--- config.mk ---
export PLATFORM = sky130hd
export DESIGN_NAME = isa_len_calc
export DESIGN_NICKNAME = d
export VERILOG_FILES = /design/src/rtl/isa_len_pkg.sv /design/src/rtl/isa_fmt_decode.sv /design/src/rtl/isa_src_cost.sv /design/src/rtl/isa_cost_sum.sv /design/src/rtl/isa_len_calc.sv
export SDC_FILE = /design/constraint.sdc
export NUM_CORES = 1
export LEC_CHECK = 0
export CAP_MARGIN = 5
export CORE_MARGIN = 4
export CORE_UTILIZATION = 50
export DETAILED_ROUTE_END_ITERATION = 10
export PLACE_DENSITY_LB_ADDON = 0.3
export SLEW_MARGIN = 10
export SYNTH_ARGS = -nofsm -noshare
export SYNTH_HDL_FRONTEND = slang
export SYNTH_SLANG_ARGS = --single-unit
--- constraint.sdc ---
create_clock -name clk -period 2.7 [get_ports clk]
set_clock_uncertainty 0.1 [all_clocks]
set_input_delay 0.54 -clock clk [delete_from_list [all_inputs] [get_ports clk]]
set_output_delay 0.54 -clock clk [all_outputs]
set_load 0.03 [all_outputs]
--- src/rtl/isa_len_pkg.sv ---
package isa_len_pkg;

  localparam int unsigned OPC_MSB = 15;
  localparam int unsigned OPC_LSB = 12;
  localparam int unsigned RN_W    = 4;

  localparam logic [3:0] OPC_SINGLE = 4'b0001;
  localparam logic [3:0] OPC_CMP    = 4'b1001;
  localparam logic [3:0] OPC_BIT    = 4'b1011;
  localparam logic [3:0] OPC_FIRST2 = 4'b0100;

  localparam logic [RN_W-1:0] REG_PC  = 4'd0;
  localparam logic [RN_W-1:0] REG_SR  = 4'd2;
  localparam logic [RN_W-1:0] REG_CG2 = 4'd3;

  typedef enum logic [1:0] {
    FMT_DOUBLE  = 2'd0,
    FMT_SINGLE  = 2'd1,
    FMT_JUMP    = 2'd2,
    FMT_ILLEGAL = 2'd3
  } fmt_e;

  typedef enum logic [2:0] {
    SOP_RRC  = 3'd0,
    SOP_SWPB = 3'd1,
    SOP_RRA  = 3'd2,
    SOP_SXT  = 3'd3,
    SOP_PUSH = 3'd4,
    SOP_CALL = 3'd5,
    SOP_RSV6 = 3'd6,
    SOP_RSV7 = 3'd7
  } sop_e;

  typedef enum logic [1:0] {
    AM_REG  = 2'b00,
    AM_IDX  = 2'b01,
    AM_IND  = 2'b10,
    AM_INCR = 2'b11
  } amode_e;

endpackage

--- src/rtl/isa_fmt_decode.sv ---
module isa_fmt_decode
  import isa_len_pkg::*;
#(
  parameter int unsigned WORD_W = 16
) (
  input  logic [WORD_W-1:0] instr,
  output fmt_e              fmt,
  output sop_e              sop,
  output logic              writes_dst
);

  logic [3:0] opc;
  logic [1:0] sel_pad;
  logic       byte_flag;
  logic       single_ok;
  logic [WORD_W-1:0] unused_bits;

  assign opc       = instr[OPC_MSB:OPC_LSB];
  assign sel_pad   = instr[11:10];
  assign byte_flag = instr[6];
  assign sop       = sop_e'(instr[9:7]);
  assign unused_bits = instr;

  // Legality of one-operand words: reserved pad, reserved ops, byte forms
  // that only exist as words.
  always_comb begin
    single_ok = (sel_pad == 2'b00);
    unique case (sop)
      SOP_RRC, SOP_RRA, SOP_PUSH: ;
      SOP_SWPB, SOP_SXT, SOP_CALL: if (byte_flag) single_ok = 1'b0;
      default: single_ok = 1'b0;
    endcase
  end

  always_comb begin
    if (opc >= OPC_FIRST2)            fmt = FMT_DOUBLE;
    else if (opc[3:1] == 3'b001)      fmt = FMT_JUMP;
    else if (opc == OPC_SINGLE)       fmt = single_ok ? FMT_SINGLE : FMT_ILLEGAL;
    else                              fmt = FMT_ILLEGAL;
  end

  assign writes_dst = (opc != OPC_CMP) && (opc != OPC_BIT);

endmodule

--- src/rtl/isa_src_cost.sv ---
module isa_src_cost
  import isa_len_pkg::*;
#(
  parameter int unsigned CYC_W = 4
) (
  input  amode_e             amode,
  input  logic [RN_W-1:0]    rnum,
  output logic               ext_word,
  output logic [CYC_W-1:0]   src_cyc,
  output logic               is_mem,
  output logic               is_const
);

  logic is_imm;

  assign is_const = ((rnum == REG_CG2) && (amode != AM_REG)) ||
                    ((rnum == REG_SR)  && amode[1]);
  assign is_imm   = (amode == AM_INCR) && (rnum == REG_PC);

  always_comb begin
    ext_word = 1'b0;
    src_cyc  = '0;
    if (!is_const) begin
      unique case (amode)
        AM_REG:  src_cyc = '0;
        AM_IDX:  begin src_cyc = CYC_W'(2); ext_word = 1'b1; end
        AM_IND:  src_cyc = CYC_W'(1);
        AM_INCR: begin src_cyc = CYC_W'(1); ext_word = is_imm; end
      endcase
    end
  end

  assign is_mem = (amode != AM_REG) && !is_const && !is_imm;

endmodule

--- src/rtl/isa_cost_sum.sv ---
module isa_cost_sum
  import isa_len_pkg::*;
#(
  parameter int unsigned LEN_W = 2,
  parameter int unsigned CYC_W = 4
) (
  input  fmt_e              fmt,
  input  sop_e              sop,
  input  logic              writes_dst,
  input  logic              dst_idx,
  input  logic [RN_W-1:0]   dst_reg,
  input  amode_e            amode,
  input  logic              src_ext,
  input  logic [CYC_W-1:0]  src_cyc,
  input  logic              src_mem,
  output logic [LEN_W-1:0]  len,
  output logic [CYC_W-1:0]  cyc
);

  localparam logic [CYC_W-1:0] CYC_ONE = CYC_W'(1);
  localparam logic [CYC_W-1:0] CYC_TWO = CYC_W'(2);

  logic shift_like;
  logic pc_reg_wr;

  assign shift_like = (sop == SOP_RRC) || (sop == SOP_SWPB) ||
                      (sop == SOP_RRA) || (sop == SOP_SXT);
  assign pc_reg_wr  = (dst_reg == REG_PC);

  always_comb begin
    len = LEN_W'(1);
    cyc = CYC_ONE;
    unique case (fmt)
      FMT_DOUBLE: begin
        len = LEN_W'(1) + LEN_W'(src_ext) + LEN_W'(dst_idx);
        cyc = CYC_ONE + src_cyc;
        if (dst_idx) begin
          cyc = cyc + CYC_TWO;
          if (writes_dst) cyc = cyc + CYC_ONE;
        end else if (writes_dst && pc_reg_wr) begin
          cyc = cyc + CYC_ONE;
        end
      end
      FMT_SINGLE: begin
        len = LEN_W'(1) + LEN_W'(src_ext);
        cyc = CYC_ONE + src_cyc;
        if (shift_like && src_mem) cyc = cyc + CYC_ONE;
        if (shift_like && (amode == AM_REG) && pc_reg_wr) cyc = cyc + CYC_ONE;
        if (sop == SOP_PUSH) cyc = cyc + CYC_ONE;
        if (sop == SOP_CALL) cyc = cyc + CYC_TWO;
      end
      FMT_JUMP: begin
        len = LEN_W'(1);
        cyc = CYC_TWO;
      end
      default: begin
        len = LEN_W'(1);
        cyc = CYC_ONE;
      end
    endcase
  end

endmodule

--- src/rtl/isa_len_calc.sv ---
module isa_len_calc
  import isa_len_pkg::*;
#(
  parameter int unsigned WORD_W  = 16,
  parameter int unsigned LEN_W   = 2,
  parameter int unsigned CYC_W   = 4,
  parameter bit          OUT_REG = 1'b1
) (
  input  logic              clk,
  input  logic              rst_n,
  input  logic              in_valid,
  input  logic [WORD_W-1:0] instr,
  output logic              out_valid,
  output logic [1:0]        out_fmt,
  output logic [LEN_W-1:0]  out_len,
  output logic [CYC_W-1:0]  out_cycles,
  output logic              out_illegal
);

  fmt_e             fmt_c;
  sop_e             sop_c;
  logic             writes_c;
  amode_e           amode_c;
  logic [RN_W-1:0]  src_reg_c;
  logic             src_ext_c;
  logic [CYC_W-1:0] src_cyc_c;
  logic             src_mem_c;
  logic             src_const_c;
  logic [LEN_W-1:0] len_c;
  logic [CYC_W-1:0] cyc_c;

  assign amode_c   = amode_e'(instr[5:4]);
  assign src_reg_c = (fmt_c == FMT_DOUBLE) ? instr[11:8] : instr[3:0];

  isa_fmt_decode #(.WORD_W(WORD_W)) u_decode (
    .instr      (instr),
    .fmt        (fmt_c),
    .sop        (sop_c),
    .writes_dst (writes_c)
  );

  isa_src_cost #(.CYC_W(CYC_W)) u_src (
    .amode    (amode_c),
    .rnum     (src_reg_c),
    .ext_word (src_ext_c),
    .src_cyc  (src_cyc_c),
    .is_mem   (src_mem_c),
    .is_const (src_const_c)
  );

  isa_cost_sum #(.LEN_W(LEN_W), .CYC_W(CYC_W)) u_sum (
    .fmt        (fmt_c),
    .sop        (sop_c),
    .writes_dst (writes_c),
    .dst_idx    (instr[7] && (fmt_c == FMT_DOUBLE)),
    .dst_reg    (instr[3:0]),
    .amode      (amode_c),
    .src_ext    (src_ext_c),
    .src_cyc    (src_cyc_c),
    .src_mem    (src_mem_c),
    .len        (len_c),
    .cyc        (cyc_c)
  );

  generate
    if (OUT_REG) begin : g_reg
      logic             vld_q, vld_d;
      logic [1:0]       fmt_q, fmt_d;
      logic [LEN_W-1:0] len_q, len_d;
      logic [CYC_W-1:0] cyc_q, cyc_d;
      logic             ill_q, ill_d;
      logic             cap_en;

      assign cap_en = in_valid;

      always_comb begin
        vld_d = in_valid;
        fmt_d = fmt_q;
        len_d = len_q;
        cyc_d = cyc_q;
        ill_d = ill_q;
        if (cap_en) begin
          fmt_d = fmt_c;
          len_d = len_c;
          cyc_d = cyc_c;
          ill_d = (fmt_c == FMT_ILLEGAL);
        end
      end

      always_ff @(posedge clk or negedge rst_n) begin
        if (!rst_n) begin
          vld_q <= 1'b0;
          fmt_q <= '0;
          len_q <= '0;
          cyc_q <= '0;
          ill_q <= 1'b0;
        end else begin
          vld_q <= vld_d;
          fmt_q <= fmt_d;
          len_q <= len_d;
          cyc_q <= cyc_d;
          ill_q <= ill_d;
        end
      end

      assign out_valid   = vld_q;
      assign out_fmt     = fmt_q;
      assign out_len     = len_q;
      assign out_cycles  = cyc_q;
      assign out_illegal = ill_q;

      AST_VALID_FOLLOWS: assert property (@(posedge clk) disable iff (!rst_n)
        in_valid |=> out_valid);
      AST_IDLE_HOLDS: assert property (@(posedge clk) disable iff (!rst_n)
        !in_valid |=> (!out_valid && $stable(out_len) && $stable(out_cycles) && $stable(out_fmt)));
    end else begin : g_comb
      logic unused_clk;
      assign unused_clk  = clk ^ rst_n;
      assign out_valid   = in_valid;
      assign out_fmt     = fmt_c;
      assign out_len     = len_c;
      assign out_cycles  = cyc_c;
      assign out_illegal = (fmt_c == FMT_ILLEGAL);
    end
  endgenerate

  logic unused_const;
  assign unused_const = src_const_c;

  AST_LEN_NONZERO: assert property (@(posedge clk) disable iff (!rst_n)
    out_valid |-> (out_len != '0));
  AST_CYC_COVERS_LEN: assert property (@(posedge clk) disable iff (!rst_n)
    (out_valid && !out_illegal) |-> (out_cycles >= CYC_W'(out_len)));
  AST_JUMP_TWO: assert property (@(posedge clk) disable iff (!rst_n)
    (out_valid && out_fmt == FMT_JUMP) |-> (out_cycles == CYC_W'(2) && out_len == LEN_W'(1)));
  AST_ILLEGAL_SHAPE: assert property (@(posedge clk) disable iff (!rst_n)
    (out_valid && out_illegal) |-> (out_fmt == FMT_ILLEGAL && out_len == LEN_W'(1) && out_cycles == CYC_W'(1)));

endmodule

==> results of run 1 <==
kinds of logic after synthesis:
kind of cell,count (synthesis)
AO/OA/AOI/OAI,33
XOR/XNOR,3
adder cells (fa/ha/maj),5
buffers and inverters,12
flip-flops,10
multiplexers,3
AND/OR/NAND/NOR,50
timing repair:
item / in CTS
pin swaps: 14
setup endpoints to repair: 4
buffers inserted: 5
gates resized for setup: 37
metrics by stage:
step                hold slack (ns)  worst slack [ns]  instance area [um2]
global placement              0.374             -1.45                 1520
detailed placement            0.381             -1.61                 1520
CTS                           0.398            -0.857                 1660
floorplan                     0.144            -0.933                  992
==> results.md, run 1 <==
* Top-area cell type share of the netlist area at 25.7%
* WEP type: sequential cell input
* Syn nets at 140
* Post-synth cell types at 47
* Synthesis Warnings at 0
* Error: [ERROR DPL-0038] Utilization greater than 100%, impossible to legalize
* Total CTS buffers at 3
* Seq/Total Area, Yosys at 25.7%
* Mapped cell area at 975 um2
* H-tree depth at 1
* Dpl cells at 196
* Die W at 52.2 um
* Fail Step: global routing
* Final HPWL DP at 2790 um
* Worst EP post-GRT repair: out_cycles[2]$_DFFE_PN0P_/D
* Clock root buffer: clkbuf_4
* Compound-Gate Fraction of Synth Area at 29.8%
* Synth Register Bits at 10
* Starting Density at 54.7%
* Status: stopped before the end
* Multiplexer share of the synthesized area at 4.11%
* RD Place Congestion at 0.907
* Area leader, netlist: dfrtp_1
* Hold_buf cts at 0
* Max Root-Sink Buffers at 2
* Top_reg_cell synth: dfrtp_1
* Post-synth EDFFs at 0
* Post-Synth XOR/XNOR Area at 3.47%
* Port Buffers at 28
* Top cells by count, synth: nand2_1 (17), nor2_1 (12), dfrtp_1 (10)
* Row cnt at 15
* I/O pins at 29
* Simple-gate portion of the synthesized area at 25.7%
* Largest net degree at the start of global routing at 11
* Largest family of logic cells by synthesized area: compound AO/OA/AOI/OAI gates
* Clock Sinks at 10
* Async SR Flop Fraction at 100%
* Gate count of the mapped netlist at 116
* Average size of a mapped cell at 8.40 um2
* Die Y at 52.2 um
* Top-count cell post-synth: nand2_1
* Synth Area in Adders at 6.42%
* Synth top area cells: dfrtp_1 (26%), nand2_1 (6.5%), ha_1 (6.4%)
==> run 2: changes to the inputs <==
CORE_AREA = 4 4 65 67   (was unset)
CORE_MARGIN = unset   (was 4)
CORE_UTILIZATION = unset   (was 50)
DIE_AREA = 0 0 69 71   (was unset)
PLACE_DENSITY_LB_ADDON = 0.15   (was 0.3)
==> run 2 against run 1 <==
The flow now finishes, with violations (setup timing). Area after synthesis unchanged. Synthesized cell count unchanged.
==> results.md, run 2 <==
* Status: finished with violations
* Failing checks: setup timing
* Fraction of layout cells with a size suffix above 1 at 48.3%
* Top-count cell post-synth: nand2_1
* Worst R2R Start: out_cycles[1]
* Max Fclk at 0.282 GHz
* Crit path arrival time at 3.58 ns
* Dpl cell area at 1570 um2
* Final Worst Setup Slack at -0.842 ns
* Detailed-router iteration count before antenna repair at 4
* Crit. Startpoint: instr[1]
* Dpl cells at 222
* Critical path fanouts, max at 2
* Port Buffers at 28
* Async SR Flop Fraction at 100%
* Routed wire length at 3410 um
* Worst hold path class: reg2reg
* Final Non-Filler Cells at 251
* Final HPWL DP at 2480 um
* Post-synth EDFFs at 0
* Max Root-Sink Buffers at 2
* Starting Density at 26.8%
* Gate count of the mapped netlist at 116
* Core area at 3630 um2
* Relative slew slack at 70.0%
* Drt drc at 0
* H-tree depth at 1
* Initial antenna violation count at 0
* Syn nets at 140
* Unrepaired setup endpoints after global routing: true
* R2R setup slack at 1.64 ns
* Top cells by count, synth: nand2_1 (17), nor2_1 (12), dfrtp_1 (10)
* Clock root buffer: clkbuf_8
* Number of global-route vias before repair at 1260
* Worst Tran Pin Value at 0.448 ns
* Met3 Resource Use GR at 3.41%
* Final setup fails at 3
* Met2 Use GR at 24.3%
* Sum Neg Setup Slack at -2.07 ns
* Seq/Total Area, Yosys at 25.7%
* P&R area growth vs syn at 94.6%
* Via count at 1205
* Antenna fix cells at 0
* Most frequent cells in the layout: buf_4 (59), clkdlybuf4s50_1 (18), nand2_1 (17)
* I/O pins at 29
* Crit path kind: in2reg
* Die W at 69 um
* Fin nets at 228
* Startpoint Class: primary input
* Max Cap Violations at 0
* Largest register FFs at 4
* Top-area cell type share of the netlist area at 25.7%
* RR Endpoint: out_cycles[1]
* Die Y at 71 um
* Avg Vias per Cell at 4.80
* DRT iter0 DRCs at 68
* Average size of a mapped cell at 8.40 um2
* Final Max Slew Viols at 0
* Maximum vdd drop at 316 uV
* Clock Sinks at 10
* Hold path depth at 1
* Synth Register Bits at 10
* R2R depth at 4
* Post-synth cell types at 47
* GRT overflow at 0
* Worst setup EP type: flop
* PwrDens at 368 nW/um2
* Top Usage Layer GRT: met2
* Ratio of final minimum period to clock period at 131%
* Post-DRT Antenna Nets at 0
* Largest net degree at the start of global routing at 11
* Hold path start: out_len[0]
* Fin. Hold Viols at 0
* Placement Setup Slack at -1.56 ns
* Total GRT Usage at 13.9%
* Area leader, netlist: dfrtp_1
* Synthesis Warnings at 0
* Synth top area cells: dfrtp_1 (26%), nand2_1 (6.5%), ha_1 (6.4%)
* Fin crit period at 3.54 ns
* CTS tree: yes
* WL per Instance at 13.6 um
* Row cnt at 22
* RD Place Congestion at 0.766
* Total CTS buffers at 3
* Clk pin slew, worst setup/hold paths at 0.05 ns
* Leak at 0.865 nW
* Die footprint at 4900 um2
* First-pass GRT wire length at 5640 um
* Layout fillers at 357
* Mapped cell area at 975 um2
* Required time of the critical path at 2.74 ns
* Met1 usage at 16.5%
* Clock latency on the worst-skew pair at 0.24 ns
* Commonest non-fill, non-tap cell in the layout: buf_4
* Top_reg_cell synth: dfrtp_1
* Worst Hold Path EP: out_len[0]
* Fin area at 1900 um2
## run 2: cell counts after synthesis
No cell type changed its count.
## run 2: timing repair
item,in CTS,in global routing
resized for setup,36,7
hold buffers,0,0
endpoints found under the setup margin,4,3
setup buffers,23,4
pin swaps,16,13
## run 2: where the power goes
| group | switching, mW | leakage [nW] | internal (mW) |
|---|---|---|---|
| Sequential | 0.00746 | 0.125 | 0.164 |
| Clock | 0.0615 | 0.0288 | 0.128 |
| Combinational | 0.152 | 0.711 | 0.185 |
## run 2: worst max path at each step
stage / end / depth (start not counted) / slack [ns]
final: out_cycles[2] / 23 / -0.84
after global routing: out_cycles[2] / 16 / -0.94
after CTS: out_cycles[2] / 16 / -0.86
after detailed placement: out_cycles[2] / 16 / -1.56
after global placement: out_cycles[2] / 16 / -1.46
after floorplan: out_cycles[2] / 15 / -0.93
## run 2: metrics by stage
stage	power (mW)	util, %	hold WS (ns)
after global placement	0.436	43.3	0.376
final	0.698	52.2	0.389
after detailed placement	0.440	43.3	0.372
after floorplan	0.311	-	0.144
after CTS	0.698	50.9	0.393
after global routing	0.739	52.2	0.416
## run 2: routing by layer
layer | part of all wire (%) | wire length [um]
met3 | 4.4 | 151
met2 | 49 | 1680
met1 | 45 | 1540
met4 | 1.0 | 34
met5 | 0 | 0
## run 2: layout make-up
| class | instances | area, um2 | share of cell area, % |
|---|---|---|---|
| multi-input cells | 94 | 776 | 40.9 |
| repair buffers | 88 | 729 | 38.5 |
| flip-flops and latches | 10 | 250 | 13.2 |
| well taps | 48 | 60.1 | 3.17 |
| clock buffers | 4 | 55.1 | 2.90 |
| inverters | 7 | 26.3 | 1.39 |
## run 2: logic make-up after synthesis
logic type                 Yosys count  share of synthesized area [%]
buffers and inverters               12                           4.88
xor gates and xnor gates             3                           3.47
adders and majority gates            5                           6.42
and+or+nand+nor                     50                           25.7
DFF                                 10                           25.7
AOI/OAI and AO/OA                   33                           29.8
muxes                                3                           4.11
## run 2: critical path: stages
cell	delay [ns]
dlygate4sd2_1	0.25
and3_4	0.17
o21ai_2	0.14
nand2_1	0.09
buf_4	0.13
buf_4	0.12
buf_4	0.12
buf_4	0.12
buf_4	0.12
buf_4	0.12
buf_4	0.12
buf_4	0.12
buf_4	0.12
buf_4	0.12
buf_4	0.12
buf_4	0.12
buf_4	0.12
buf_4	0.12
buf_4	0.12
buf_4	0.12
o31ai_2	0.24
nand3_1	0.12
o311ai_1	0.11
No activity file was read; power rests on OpenSTA's default activity.
==> run 3: changes to the inputs <==
CTS_CLUSTER_DIAMETER = 150   (was unset)
SLEW_MARGIN = 20   (was 10)
==> results of run 3 <==
The final DEF is identical to that of run 2; final timing and power are the same.
==> run 4: changes to the inputs <==
MAX_ROUTING_LAYER = met4   (was unset)
SYNTH_HIERARCHICAL = 1   (was unset)
==> run 4 against run 3 <==
The flow still finishes with violations (setup timing). Final cell count rose by 2.8%. Sequential power rose by 6%. Critical path depth fell by 1. Register-to-register slack improved by 0.21 ns.
==> results.md, run 4 <==
* Status: finished with violations
* Failing checks: setup timing
* Sum Neg Setup Slack at -5.53 ns
* First-pass GRT wire length at 5440 um
* Dpl cell area at 1920 um2
* Port Buffers at 28
* Placement Setup Slack at -2.37 ns
* Crit. Startpoint: instr[14]
* Initial antenna violation count at 0
* Clk pin slew, worst setup/hold paths at 0.04 ns
* Row cnt at 22
* CP max-delay cell: maj3_2
* Fin area at 2140 um2
* Final Util at 59.0%
* Synthesis Warnings at 6
* Worst hold path class: reg2reg
* Worst R2R Start: out_len[1]
* Clock Sinks at 10
* Largest net degree at the start of global routing at 13
* Layout fillers at 343
* Mapped cell area at 1270 um2
* GRT overflow at 0
* Starting Density at 34.9%
* PwrDens at 382 nW/um2
* Core area at 3630 um2
* Gate count of the mapped netlist at 136
* Total GRT Usage at 13.5%
* Most frequent cells in the layout: buf_4 (49), clkdlybuf4s50_1 (18), dfrtp_1 (10), nor2_1 (10), mux2_4 (8)
* Clock root buffer: clkbuf_8
* Die footprint at 4900 um2
* Number of global-route vias before repair at 1350
* Antenna fix cells at 0
* RR Endpoint: out_len[1]
* Max Cap Violations at 0
* Via count at 1239
* Fin. Hold Viols at 0
* Fin crit period at 4.44 ns
* I/O pins at 29
* Leak at 0.969 nW
* Final Worst Setup Slack at -1.74 ns
* Final setup fails at 6
* Worst setup EP type: flop
* P&R area growth vs syn at 69.2%
* Max Root-Sink Buffers at 2
* Unrepaired setup endpoints after global routing: true
* Maximum vdd drop at 364 uV
* Die Y at 71 um
* Largest register FFs at 4
* Crit path arrival time at 4.50 ns
* Dpl cells at 243
* Final HPWL DP at 2590 um
* Required time of the critical path at 2.77 ns
* Average size of a mapped cell at 9.32 um2
* Relative slew slack at 65.9%
* Total CTS buffers at 3
* Post-DRT Antenna Nets at 0
* Final Max Slew Viols at 0
* Crit path kind: in2reg
* CTS tree: yes
* Fraction of layout cells with a size suffix above 1 at 52.4%
* RD Place Congestion at 0.830
* Worst Tran Pin Value at 0.511 ns
* Fin nets at 239
* Max incr delay on CP at 0.33 ns
* Max Fclk at 0.225 GHz
* Avg Vias per Cell at 4.80
* Drt drc at 0
* End of the critical path: out_cycles[3]
* Critical path fanouts, max at 3
* H-tree depth at 1
* Ratio of final minimum period to clock period at 164%
* R2R setup slack at 1.85 ns
* Commonest non-fill, non-tap cell in the layout: buf_4
* Detailed-router iteration count before antenna repair at 3
* Hold_buf cts at 0
* Clock latency on the worst-skew pair at 0.22 ns
* Final Non-Filler Cells at 258
* DRT iter0 DRCs at 16
* WL per Instance at 12.5 um
* Startpoint Class: primary input
* Critical path cell sequence: dlygate4sd2_1 -> nor3_2 -> buf_4 -> nor2_4 -> mux2_4 -> nand2b_4 -> mux2_4 -> a21oi_4 -> nand2b_1 -> maj3_2 -> xnor2_2 -> ha_2 -> nand2_2 -> xnor2_2 -> xor2_2 -> ha_4 -> nand3_4 -> xnor2_2 -> xnor2_1 -> xnor3_1 -> a211oi_2 -> mux2_4
* Die W at 69 um
* Routed wire length at 3220 um
* R2R depth at 1
## run 4: layer usage
layer / GRT usage [%] / vias to the layer above / wire (um)
li1: - / 627 / -
met1: 14.4 / 593 / 1340
met2: 26.8 / 19 / 1810
met3: 2.70 / 0 / 72
met4: 0.651 / 0 / 0
met5: - / - / 0
## run 4: area by class of cell
class | instances | area, um2 | share of cell area (%)
timing repair buffer | 79 | 661 | 30.8
sequential | 10 | 250 | 11.7
inverter | 7 | 26.3 | 1.23
clock buffer | 3 | 41.3 | 1.93
multi-input combinational | 111 | 1110 | 51.6
tap | 48 | 60.1 | 2.80
## run 4: timing repair
action,in CTS,in global routing
buffers inserted,10,3
pin swaps,18,16
gates resized for setup,46,9
endpoints found under the setup margin,6,6
## run 4: through the flow
stage / power, mW / hold slack [ns]
after floorplan: 0.449 / 0.144
after global placement: 0.611 / 0.394
after detailed placement: 0.619 / 0.398
after CTS: 0.804 / 0.409
after global routing: 0.879 / 0.429
final: 0.818 / 0.405
## run 4: worst min-delay path by stage
| stage | start | end | slack [ns] | depth (start not counted) |
|---|---|---|---|---|
| global route | out_fmt[0] | out_fmt[0] | 0.43 | 1 |
| floorplan | rst_n | out_cycles[0] | 0.14 | 0 |
| global placement | out_cycles[3] | out_cycles[3] | 0.39 | 1 |
| CTS | out_len[0] | out_len[0] | 0.41 | 1 |
| detailed placement | out_cycles[2] | out_cycles[2] | 0.40 | 1 |
| finish | out_len[0] | out_len[0] | 0.40 | 1 |
## run 4: power by group
part / internal, mW / total [mW] / switching [mW]
Clock: 0.0968 / 0.146 / 0.0493
Sequential: 0.172 / 0.183 / 0.0106
Combinational: 0.269 / 0.489 / 0.220
## run 4: critical path, delay by kind of cell
kind,cells,cell delay [ns]
compound gates,2,0.34
fa+ha+maj,3,0.69
buf+inv,2,0.44
simple gates,6,0.56
xor+xnor,6,1.13
mux,3,0.77
